<file path="config.mk">
export PLATFORM = sky130hd
export DESIGN_NAME = trap_sequencer
export DESIGN_NICKNAME = d
export VERILOG_FILES = /design/src/rtl/trap_pkg.sv /design/src/rtl/trap_arbiter.sv /design/src/rtl/trap_vec_map.sv /design/src/rtl/trap_sp_step.sv /design/src/rtl/trap_sequencer.sv
export SDC_FILE = /design/constraint.sdc
export NUM_CORES = 1
export LEC_CHECK = 0
export BUFFER_PORTS_ARGS = -buffer_cell sky130_fd_sc_hd__buf_4
export CORE_MARGIN = 2
export CORE_UTILIZATION = 50
export CTS_CLUSTER_DIAMETER = 50
export DETAILED_ROUTE_END_ITERATION = 12
export GPL_TIMING_DRIVEN = 0
export PLACE_DENSITY = 0.76
export SETUP_SLACK_MARGIN = 0.02
export SLEW_MARGIN = 20
export SYNTH_ARGS = -nofsm -noshare
export SYNTH_HDL_FRONTEND = slang
export SYNTH_HIERARCHICAL = 1
export SYNTH_SLANG_ARGS = --single-unit
</file>
<file path="constraint.sdc">
create_clock -name clk -period 2.7 [get_ports clk]
set_input_delay 0.27 -clock clk [delete_from_list [all_inputs] [get_ports clk]]
set_output_delay 0.27 -clock clk [all_outputs]
set_load 0.01 [all_outputs]
</file>
<file path="src/rtl/trap_pkg.sv">
package trap_pkg;
    localparam int ADDR_W = 16;
    localparam int BYTE_W = 8;
    localparam int BIT_IRQ_OFF = 2;
    localparam int BIT_DEC     = 3;
    localparam int BIT_BRKMARK = 5;

    typedef enum logic [3:0] {
        ST_IDLE, ST_PUSH_BANK, ST_PUSH_PCH, ST_PUSH_PCL, ST_PUSH_STAT,
        ST_VEC_LO, ST_VEC_HI, ST_PULL_STAT, ST_PULL_PCL, ST_PULL_PCH,
        ST_PULL_BANK, ST_LAST_RD, ST_DONE
    } seq_state_e;

    typedef enum logic [2:0] {
        SRC_NONE, SRC_ABORT, SRC_NMI, SRC_BRK, SRC_COP, SRC_IRQ, SRC_RTI
    } src_e;

    typedef enum logic [2:0] {
        CAP_NONE, CAP_STAT, CAP_PCL, CAP_PCH, CAP_BANK
    } cap_e;
endpackage

</file>
<file path="src/rtl/trap_arbiter.sv">
module trap_arbiter
    import trap_pkg::*;
(
    input  logic clk,
    input  logic rst_n,
    input  logic idle,
    input  logic nmi_in,
    input  logic abort_req,
    input  logic brk_req,
    input  logic cop_req,
    input  logic irq_lvl,
    input  logic rti_req,
    input  logic irq_masked,
    input  logic wai_act,
    output src_e pick,
    output logic resume_hit
);
    logic nmi_q;
    logic nmi_pend;

    always_comb begin
        if (abort_req)                     pick = SRC_ABORT;
        else if (nmi_pend)                 pick = SRC_NMI;
        else if (brk_req)                  pick = SRC_BRK;
        else if (cop_req)                  pick = SRC_COP;
        else if (irq_lvl && !irq_masked)   pick = SRC_IRQ;
        else if (rti_req)                  pick = SRC_RTI;
        else                               pick = SRC_NONE;
    end

    assign resume_hit = idle && (pick == SRC_NONE) && wai_act && irq_lvl && irq_masked;

    always_ff @(posedge clk or negedge rst_n) begin
        if (!rst_n) begin
            nmi_q    <= 1'b0;
            nmi_pend <= 1'b0;
        end else begin
            nmi_q <= nmi_in;
            if (nmi_in && !nmi_q)
                nmi_pend <= 1'b1;
            else if (idle && pick == SRC_NMI)
                nmi_pend <= 1'b0;
        end
    end
endmodule

</file>
<file path="src/rtl/trap_vec_map.sv">
module trap_vec_map
    import trap_pkg::*;
#(
    parameter logic [ADDR_W-1:0] BASE_NATIVE = 16'hFFE0,
    parameter logic [ADDR_W-1:0] BASE_EMU    = 16'hFFF0
) (
    input  src_e              src,
    input  logic              emu,
    output logic [ADDR_W-1:0] vec_addr
);
    logic [3:0] slot;

    always_comb begin
        unique case (src)
            SRC_COP:   slot = 4'h4;
            SRC_BRK:   slot = emu ? 4'hE : 4'h6;
            SRC_ABORT: slot = 4'h8;
            SRC_NMI:   slot = 4'hA;
            SRC_IRQ:   slot = 4'hE;
            default:   slot = 4'h0;
        endcase
    end

    assign vec_addr = (emu ? BASE_EMU : BASE_NATIVE) | {{(ADDR_W-4){1'b0}}, slot};
endmodule

</file>
<file path="src/rtl/trap_sp_step.sv">
module trap_sp_step
    import trap_pkg::*;
#(
    parameter bit               STEP_UP = 1'b0,
    parameter logic [BYTE_W-1:0] PAGE   = 8'h01
) (
    input  logic [ADDR_W-1:0] sp,
    input  logic              emu,
    output logic [ADDR_W-1:0] nxt
);
    logic [BYTE_W-1:0] lo;
    logic [ADDR_W-1:0] wide;

    generate
        if (STEP_UP) begin : g_up
            assign lo   = sp[BYTE_W-1:0] + 1'b1;
            assign wide = sp + 1'b1;
        end else begin : g_down
            assign lo   = sp[BYTE_W-1:0] - 1'b1;
            assign wide = sp - 1'b1;
        end
    endgenerate

    assign nxt = emu ? {PAGE, lo} : wide;
endmodule

</file>
<file path="src/rtl/trap_sequencer.sv">
module trap_sequencer
    import trap_pkg::*;
#(
    parameter logic [ADDR_W-1:0] VEC_BASE_NATIVE = 16'hFFE0,
    parameter logic [ADDR_W-1:0] VEC_BASE_EMU    = 16'hFFF0,
    parameter logic [BYTE_W-1:0] EMU_STACK_PAGE  = 8'h01,
    parameter int                TRAP_SKIP       = 2
) (
    input  logic              clk,
    input  logic              rst_n,
    input  logic              emu_mode,
    input  logic              irq_lvl,
    input  logic              nmi_in,
    input  logic              abort_req,
    input  logic              brk_req,
    input  logic              cop_req,
    input  logic              rti_req,
    input  logic              wai_act,
    input  logic [ADDR_W-1:0] pc_in,
    input  logic [BYTE_W-1:0] pbr_in,
    input  logic [BYTE_W-1:0] p_in,
    input  logic [ADDR_W-1:0] sp_in,
    input  logic [BYTE_W-1:0] bus_rdata,
    output logic [ADDR_W-1:0] bus_addr,
    output logic [BYTE_W-1:0] bus_wdata,
    output logic              bus_we,
    output logic              bus_re,
    output logic              vec_pull,
    output logic [ADDR_W-1:0] pc_out,
    output logic [BYTE_W-1:0] pbr_out,
    output logic [BYTE_W-1:0] p_out,
    output logic [ADDR_W-1:0] sp_out,
    output logic              busy,
    output logic              done,
    output logic              resume
);
    localparam logic [ADDR_W-1:0] SKIP = ADDR_W'(TRAP_SKIP);

    seq_state_e state, state_nxt;
    src_e       pick, src_q;
    cap_e       cap_q;
    logic       emu_q, resume_hit, resume_q;
    logic [ADDR_W-1:0] pc_q, sp_q, sp_dn, sp_up, vec_addr;
    logic [BYTE_W-1:0] pbr_q, p_q, stat_push;

    trap_arbiter u_arb (
        .clk(clk), .rst_n(rst_n), .idle(state == ST_IDLE), .nmi_in(nmi_in),
        .abort_req(abort_req), .brk_req(brk_req), .cop_req(cop_req),
        .irq_lvl(irq_lvl), .rti_req(rti_req), .irq_masked(p_in[BIT_IRQ_OFF]),
        .wai_act(wai_act), .pick(pick), .resume_hit(resume_hit)
    );

    trap_vec_map #(.BASE_NATIVE(VEC_BASE_NATIVE), .BASE_EMU(VEC_BASE_EMU)) u_vec (
        .src(src_q), .emu(emu_q), .vec_addr(vec_addr)
    );

    trap_sp_step #(.STEP_UP(1'b0), .PAGE(EMU_STACK_PAGE)) u_sp_dn (
        .sp(sp_q), .emu(emu_q), .nxt(sp_dn)
    );

    trap_sp_step #(.STEP_UP(1'b1), .PAGE(EMU_STACK_PAGE)) u_sp_up (
        .sp(sp_q), .emu(emu_q), .nxt(sp_up)
    );

    // State register
    always_ff @(posedge clk or negedge rst_n) begin
        if (!rst_n) state <= ST_IDLE;
        else        state <= state_nxt;
    end

    // Transitions
    always_comb begin
        state_nxt = state;
        unique case (state)
            ST_IDLE: begin
                if (pick == SRC_RTI)       state_nxt = ST_PULL_STAT;
                else if (pick != SRC_NONE) state_nxt = emu_mode ? ST_PUSH_PCH : ST_PUSH_BANK;
            end
            ST_PUSH_BANK: state_nxt = ST_PUSH_PCH;
            ST_PUSH_PCH:  state_nxt = ST_PUSH_PCL;
            ST_PUSH_PCL:  state_nxt = ST_PUSH_STAT;
            ST_PUSH_STAT: state_nxt = ST_VEC_LO;
            ST_VEC_LO:    state_nxt = ST_VEC_HI;
            ST_VEC_HI:    state_nxt = ST_LAST_RD;
            ST_PULL_STAT: state_nxt = ST_PULL_PCL;
            ST_PULL_PCL:  state_nxt = ST_PULL_PCH;
            ST_PULL_PCH:  state_nxt = emu_q ? ST_LAST_RD : ST_PULL_BANK;
            ST_PULL_BANK: state_nxt = ST_LAST_RD;
            ST_LAST_RD:   state_nxt = ST_DONE;
            ST_DONE:      state_nxt = ST_IDLE;
            default:      state_nxt = ST_IDLE;
        endcase
    end

    // Status image written to the stack
    always_comb begin
        stat_push = p_q;
        if (emu_q) stat_push[BIT_BRKMARK] = (src_q == SRC_BRK);
    end

    // Datapath registers
    always_ff @(posedge clk or negedge rst_n) begin
        if (!rst_n) begin
            src_q    <= SRC_NONE;
            emu_q    <= 1'b0;
            cap_q    <= CAP_NONE;
            pc_q     <= '0;
            pbr_q    <= '0;
            p_q      <= '0;
            sp_q     <= '0;
            resume_q <= 1'b0;
        end else begin
            resume_q <= resume_hit;
            unique case (cap_q)
                CAP_STAT: p_q          <= bus_rdata;
                CAP_PCL:  pc_q[7:0]    <= bus_rdata;
                CAP_PCH:  pc_q[15:8]   <= bus_rdata;
                CAP_BANK: pbr_q        <= bus_rdata;
                default: ;
            endcase
            cap_q <= CAP_NONE;
            unique case (state)
                ST_IDLE: begin
                    if (pick != SRC_NONE) begin
                        src_q <= pick;
                        emu_q <= emu_mode;
                        pc_q  <= (pick == SRC_BRK || pick == SRC_COP) ? pc_in + SKIP : pc_in;
                        pbr_q <= pbr_in;
                        p_q   <= p_in;
                        sp_q  <= emu_mode ? {EMU_STACK_PAGE, sp_in[7:0]} : sp_in;
                    end
                end
                ST_PUSH_BANK, ST_PUSH_PCH, ST_PUSH_PCL: sp_q <= sp_dn;
                ST_PUSH_STAT: begin
                    sp_q              <= sp_dn;
                    pbr_q             <= '0;
                    p_q[BIT_DEC]      <= 1'b0;
                    if (src_q != SRC_NMI) p_q[BIT_IRQ_OFF] <= 1'b1;
                end
                ST_VEC_LO:    cap_q <= CAP_PCL;
                ST_VEC_HI:    cap_q <= CAP_PCH;
                ST_PULL_STAT: begin sp_q <= sp_up; cap_q <= CAP_STAT; end
                ST_PULL_PCL:  begin sp_q <= sp_up; cap_q <= CAP_PCL;  end
                ST_PULL_PCH:  begin sp_q <= sp_up; cap_q <= CAP_PCH;  end
                ST_PULL_BANK: begin sp_q <= sp_up; cap_q <= CAP_BANK; end
                default: ;
            endcase
        end
    end

    // Bus outputs
    always_comb begin
        bus_addr  = '0;
        bus_wdata = '0;
        bus_we    = 1'b0;
        bus_re    = 1'b0;
        vec_pull  = 1'b0;
        unique case (state)
            ST_PUSH_BANK: begin bus_addr = sp_q; bus_wdata = pbr_q;       bus_we = 1'b1; end
            ST_PUSH_PCH:  begin bus_addr = sp_q; bus_wdata = pc_q[15:8];  bus_we = 1'b1; end
            ST_PUSH_PCL:  begin bus_addr = sp_q; bus_wdata = pc_q[7:0];   bus_we = 1'b1; end
            ST_PUSH_STAT: begin bus_addr = sp_q; bus_wdata = stat_push;   bus_we = 1'b1; end
            ST_VEC_LO:    begin bus_addr = vec_addr;        bus_re = 1'b1; vec_pull = 1'b1; end
            ST_VEC_HI:    begin bus_addr = vec_addr + 1'b1; bus_re = 1'b1; vec_pull = 1'b1; end
            ST_PULL_STAT, ST_PULL_PCL, ST_PULL_PCH, ST_PULL_BANK: begin
                bus_addr = sp_up;
                bus_re   = 1'b1;
            end
            default: ;
        endcase
    end

    assign pc_out  = pc_q;
    assign pbr_out = pbr_q;
    assign p_out   = p_q;
    assign sp_out  = sp_q;
    assign busy    = (state != ST_IDLE);
    assign done    = (state == ST_DONE);
    assign resume  = resume_q;
endmodule

</file>
== Yosys cells after proc, flatten, opt, wreduce, memory -nomap -nowiden ==
Index checks and enable logic that the tools add are counted.
Operators by class
  $add $sub $neg: 6
  equal/unequal tests: 28
  muxes and demuxes: 42
  bitwise operators: 1
  reductions and logical operators: 25
Operator list (number)
  $mux 16: 7
  $pmux 16 s4: 1
  $mux 8: 6
  $pmux 16 s3: 1
  $pmux 4 s11: 1
  $add 16x1->16 const B: 2
  $pmux 8 s4: 1
  $eq 4x4->1 const B: 5
  $pmux 4 s5: 1
  $eq 3x2->1 const B: 6
  $mux 3: 6
  $add 16x2->16 const B: 1
  $eq 4x3->1 const B: 4
  $mux 4: 4
  $or 16x4->16: 1
  $pmux 8 s2: 1
  $sub 16x1->16 const B: 1
  $eq 3x3->1 const B: 5
  $pmux 3 s4: 1
  $add 8x1->8 const B: 1
  $eq 4x2->1 const B: 2
  $mux 1: 8
  $reduce_or 2->1: 4
  $reduce_or 4->1: 2
  19 further kinds: 30
Word-level totals
  register bits: 62
  input bits: 66
  output and inout port bits: 78
  word-level logic and storage cells: 113

== Longest topological paths before layout ==
  depth in word-level cells: 12
  gate-level depth with buffers: 8
  mapped depth without buffers: 8

== Hierarchy ==
Netlist, hierarchy kept.
By module, submodules not included
  trap_sequencer: times used 1, cells each 458, area each 4051.4 um^2, sequential area each 1501.4 um^2
  trap_sp_step (u_sp_dn): times used 1, cells each 55, area each 381.6 um^2, sequential area each 0.0 um^2
  trap_sp_step (u_sp_up): times used 1, cells each 57, area each 370.4 um^2, sequential area each 0.0 um^2
  trap_vec_map: times used 1, cells each 22, area each 157.7 um^2, sequential area each 0.0 um^2
  trap_arbiter: times used 1, cells each 18, area each 153.9 um^2, sequential area each 50.0 um^2

== Least setup slack after synthesis ==
OpenSTA, ideal clock, no wires.
  path type: register to register
  start: register sp_q[0], in the netlist sp_out[0]
  end: register sp_q[10], in the netlist sp_out[10]
  library setup time: 130 ps
  arrival: 2273 ps
  data required time: 2570 ps
  setup slack: 297 ps
  stages on the path, launching flop included: 9
  path buffers: 1
  clock period less this slack: 2403 ps
  path through: dfrtp_1 inv_1 ha_1 or3b_2 clkbuf_1 nor4_1 mux2_2 a222oi_1 a21oi_1
On the way
  word-level cells in the longest chain between the ends: 3
  elaborated cells on any way between the ends: 5
  those cells by class: add/sub: 2; mux: 3
Ends and longest elaborated chain
  from (decl): RTL line trap_sequencer.sv:43  | logic [ADDR_W-1:0] pc_q, sp_q, sp_dn, sp_up, vec_addr;
  from (signal assigned): RTL line trap_sequencer.sv:130  | sp_q <= emu_mode ? {EMU_STACK_PAGE, sp_in[7:0]} : sp_in;
  from (signal assigned): RTL line trap_sequencer.sv:133  | ST_PUSH_BANK, ST_PUSH_PCH, ST_PUSH_PCL: sp_q <= sp_dn;
  from (signal assigned): RTL line trap_sequencer.sv:135  | sp_q <= sp_dn;
  $sub 16x1->16: RTL line trap_sp_step.sv:20  | assign wide = sp - 1'b1;
  $mux 16: RTL line trap_sp_step.sv:24  | assign nxt = emu ? {PAGE, lo} : wide;
  net sp_dn[10]: RTL line trap_sequencer.sv:43
  $pmux 16 s3: RTL line trap_sequencer.sv:122  | unique case (state)
The timed path passes the listed nets, and every way through them passes these cells.
A chain may end at the register's enable or synchronous reset.

== Final worst setup path ==
  start: register sp_q[1], in the netlist sp_out[1]
  end: output bus_addr[8]
On the way
  word-level cells in the longest chain between the ends: 3
Ends and longest elaborated chain
  $add 16x1->16: RTL line trap_sp_step.sv:17  | assign wide = sp + 1'b1;
  $mux 16: RTL line trap_sp_step.sv:24
  net sp_up[8]: RTL line trap_sequencer.sv:43
  $pmux 16 s4: RTL line trap_sequencer.sv:158  | unique case (state)
  to (decl): RTL line trap_sequencer.sv:24  | output logic [ADDR_W-1:0] bus_addr,
The timed path passes the listed nets, and every way through them passes these cells.

==> flow_metrics.tcl <==
set metrics [dict create \
    status "complete, but fails checks" \
    violations "negative setup slack" \
    yosysWarnings 6 \
    ys_seq_elements 62 \
    synth_edf_count 0 \
    use_met1 0.445 \
    required_ps 2430 \
    powerDensity_mw_per_mm2 1300 \
    clk_pin_slew_ps 70 \
    grt-ovfl-total 0 \
    use_met3 0.0555 \
    clk_root_buffer_cell "clkbuf_8" \
    clock-sinks 62 \
    synthArstFlopShare 1.00 \
    postRouteWirelength_um 18100 \
    clock_latency_ps 350 \
    setup_ws_ps -4.65 \
    final_hold_viol_count 0 \
    fin_skew_ps 12.2 \
    cts_max_level 3 \
    grt_pass1_wl_um 27700 \
    yosys.cell_types.count 70 \
    core-area_mm2 0.00986 \
    cts_buffers 9 \
    place_ws_ps -158 \
    setup_viol 1 \
    die_w_um 105 \
    finalWeightedCongestion 0.976 \
    yosys-top-cells-area "dfrtp_1 (30%), mux2_2 (5.5%), o21ai_0 (5.3%)" \
    fmax_mhz 370 \
    fin_setup_tns_ps -4.65 \
    critPathMaxStageDelay_ps 410 \
    ff2ff_path_depth 6 \
    synth_top_area_frac 0.303 \
    min_period_ps 2700 \
    hold_ws_ps 4.47 \
    drc_errors 0 \
    final_common_cell "buf_4" \
    synth_area_mm2 0.00511 \
    syn_inst 610 \
    mostFrequentLayoutCells "buf_4 (186), nand2_1 (62), nor2_1 (51)" \
    first_pass_iters 8 \
    io-pin-count 144 \
    via_per_inst 6.10 \
    crit_arrival_ps 2430 \
    startpoint_type "flip-flop" \
    rsz0062_at_grt "yes" \
    initial_utilization 0.519 \
    timing.critical_path.mode_cell "o21ai_1" \
    critPathSlowestCell "or3b_4" \
    rows 36 \
    relSlewSlack 0.410 \
    p_total_w 0.00903 \
    drv_slew 0 \
    die_h_um 105 \
    die_area_mm2 0.0111 \
    first_iter_violations 583 \
    wl_per_cell_um 19.4 \
    cp-end-kind "primary output" \
    drive_gt1_frac 0.379 \
    ys_seq_area_frac 0.303 \
    busiest_layer "met2" \
    worst_pin_slew_ps 878 \
    num_vias 5713 \
    grt_max_degree 63 \
    vdd_drop_max_v 0.000718 \
    synth_top_area_cell "dfrtp_1" \
    ant_nets 0 \
    nets 868 \
    path_class "flip-flop to primary output" \
    io_buffers 143 \
    cp_max_fo 7 \
    crit_path_cell_trace "ha_4 -> nand4_4 -> o21ai_1 -> or3b_4 -> a222oi_1 -> o21ai_1 -> buf_4" \
    hp-class "input pin to async pin" \
    dp_hpwl_um 12700 \
    grtUsageTotal 0.315 \
    cap_violations 0 \
    syn_avg_cell_area_um2 8.39 \
    grt_pass1_vias 5322 \
    area_delta_synth_final_pct 36.1 \
    final_core_util 0.706 \
    tritoncts "done" \
    synth-main-ff-cell "dfrtp_1" \
    grt_antenna_before_repair 0 \
    clk_path_buf_depth 2 \
    num-fill-cells 797 \
    antenna_cells 0 \
    p_leak_nw 2.95 \
    use_met2 0.489 \
    final.period_utilization 1.00 \
]
[through the flow]
stage,instances,cell area [um^2]
floorplan,620,5150
global placement,896,6390
detailed placement,896,6400
CTS,924,6730
global route,936,6960
finish,936,6960
[worst max-delay path, delay by kind of cell, from the launching register on]
kind	cells	cell delay [ps]
AOI/OAI and AO/OA	3	730
and+or+nand+nor	2	630
DFF	1	400
adders and majority gates	1	170
buffers and inverters	1	160
[path summary, 6_finish.rpt]
check,startpoint,end,slack [ps]
max,sp_out[1],bus_addr[8],-5
min,rst_n,sp_out[3],4
max reg2reg,sp_out[8],sp_out[15],90
min reg2reg,u_arb/nmi_q,u_arb/nmi_pend,430
max in group asynchronous,rst_n,sp_out[13],2110
min in group clk,nmi_in,u_arb/nmi_q,50
[per-layer routing]
layer | vias to the layer above | wire [um]
li1 | 2616 | -
met2 | 318 | 8620
met1 | 2733 | 7570
met4 | 0 | 414
met5 | - | 0
met3 | 46 | 1530
[timing repair]
item	in CTS	in global routing
endpoints found under the hold margin	0	0
pin swaps	3	13
hold buffers	0	0
setup buffers	12	14
endpoints found under the setup margin	23	19
gates resized for setup	17	39
[cells in the mapped netlist, types with 3 or more instances]
master	number
nor4_1	9
inv_1	19
dfrtp_1	62
buf_4	17
nand4_1	7
a22oi_1	18
nand3b_1	4
a31oi_1	8
buf_2	13
nand2_1	62
or4_1	8
ha_1	4
nor3b_1	3
nand2b_1	7
xnor2_1	22
a211oi_1	4
nand3_1	15
mux2_2	25
nor2_1	52
clkbuf_1	13
o31ai_1	9
a21oi_1	29
o21ai_0	54
and4_1	5
a222oi_1	21
nor2b_1	15
xor2_1	14
nor3_1	14
and2_1	3
and3_1	4
mux2i_1	20
[power by group]
part	total, W	internal, W	switching (W)
Sequential	0.00206	0.00142	0.000646
Clock	0.000851	0.000430	0.000421
Combinational	0.00612	0.00279	0.00333
Total	0.00903	0.00463	0.00440
[registers in the layout, indices dropped and copies added (netlist names)]
name / flops
emu_q: 1
pbr_out: 8
cap_q: 3
u_arb/nmi_q: 1
src_q: 3
u_arb/nmi_pend: 1
state: 4
resume: 1
pc_out: 16
sp_out: 16
p_out: 8
[cell type report]
cell class | count | area (um^2) | area share
multi-input combinational | 491 | 3400 | 0.489
sequential | 62 | 1570 | 0.225
timing repair buffer | 169 | 1270 | 0.182
buffer | 46 | 285 | 0.0410
tap | 133 | 166 | 0.0239
clock buffer | 9 | 124 | 0.0178
clock inverter | 7 | 73.8 | 0.0106
inverter | 19 | 71.3 | 0.0102
[cell families (layout without fill, tap and decap cells)]
group / after synthesis / count (layout) / share of synthesized area
mux: 47 / 47 / 0.101
other cells: 2 / 12 / 0.00147
fa+ha+maj: 4 / 4 / 0.00979
compound gates: 161 / 161 / 0.212
flops: 62 / 62 / 0.303
buf+inv: 67 / 250 / 0.0697
xor+xnor: 36 / 36 / 0.0616
simple gates: 231 / 231 / 0.242
No activity file was read; power rests on OpenSTA's default activity.
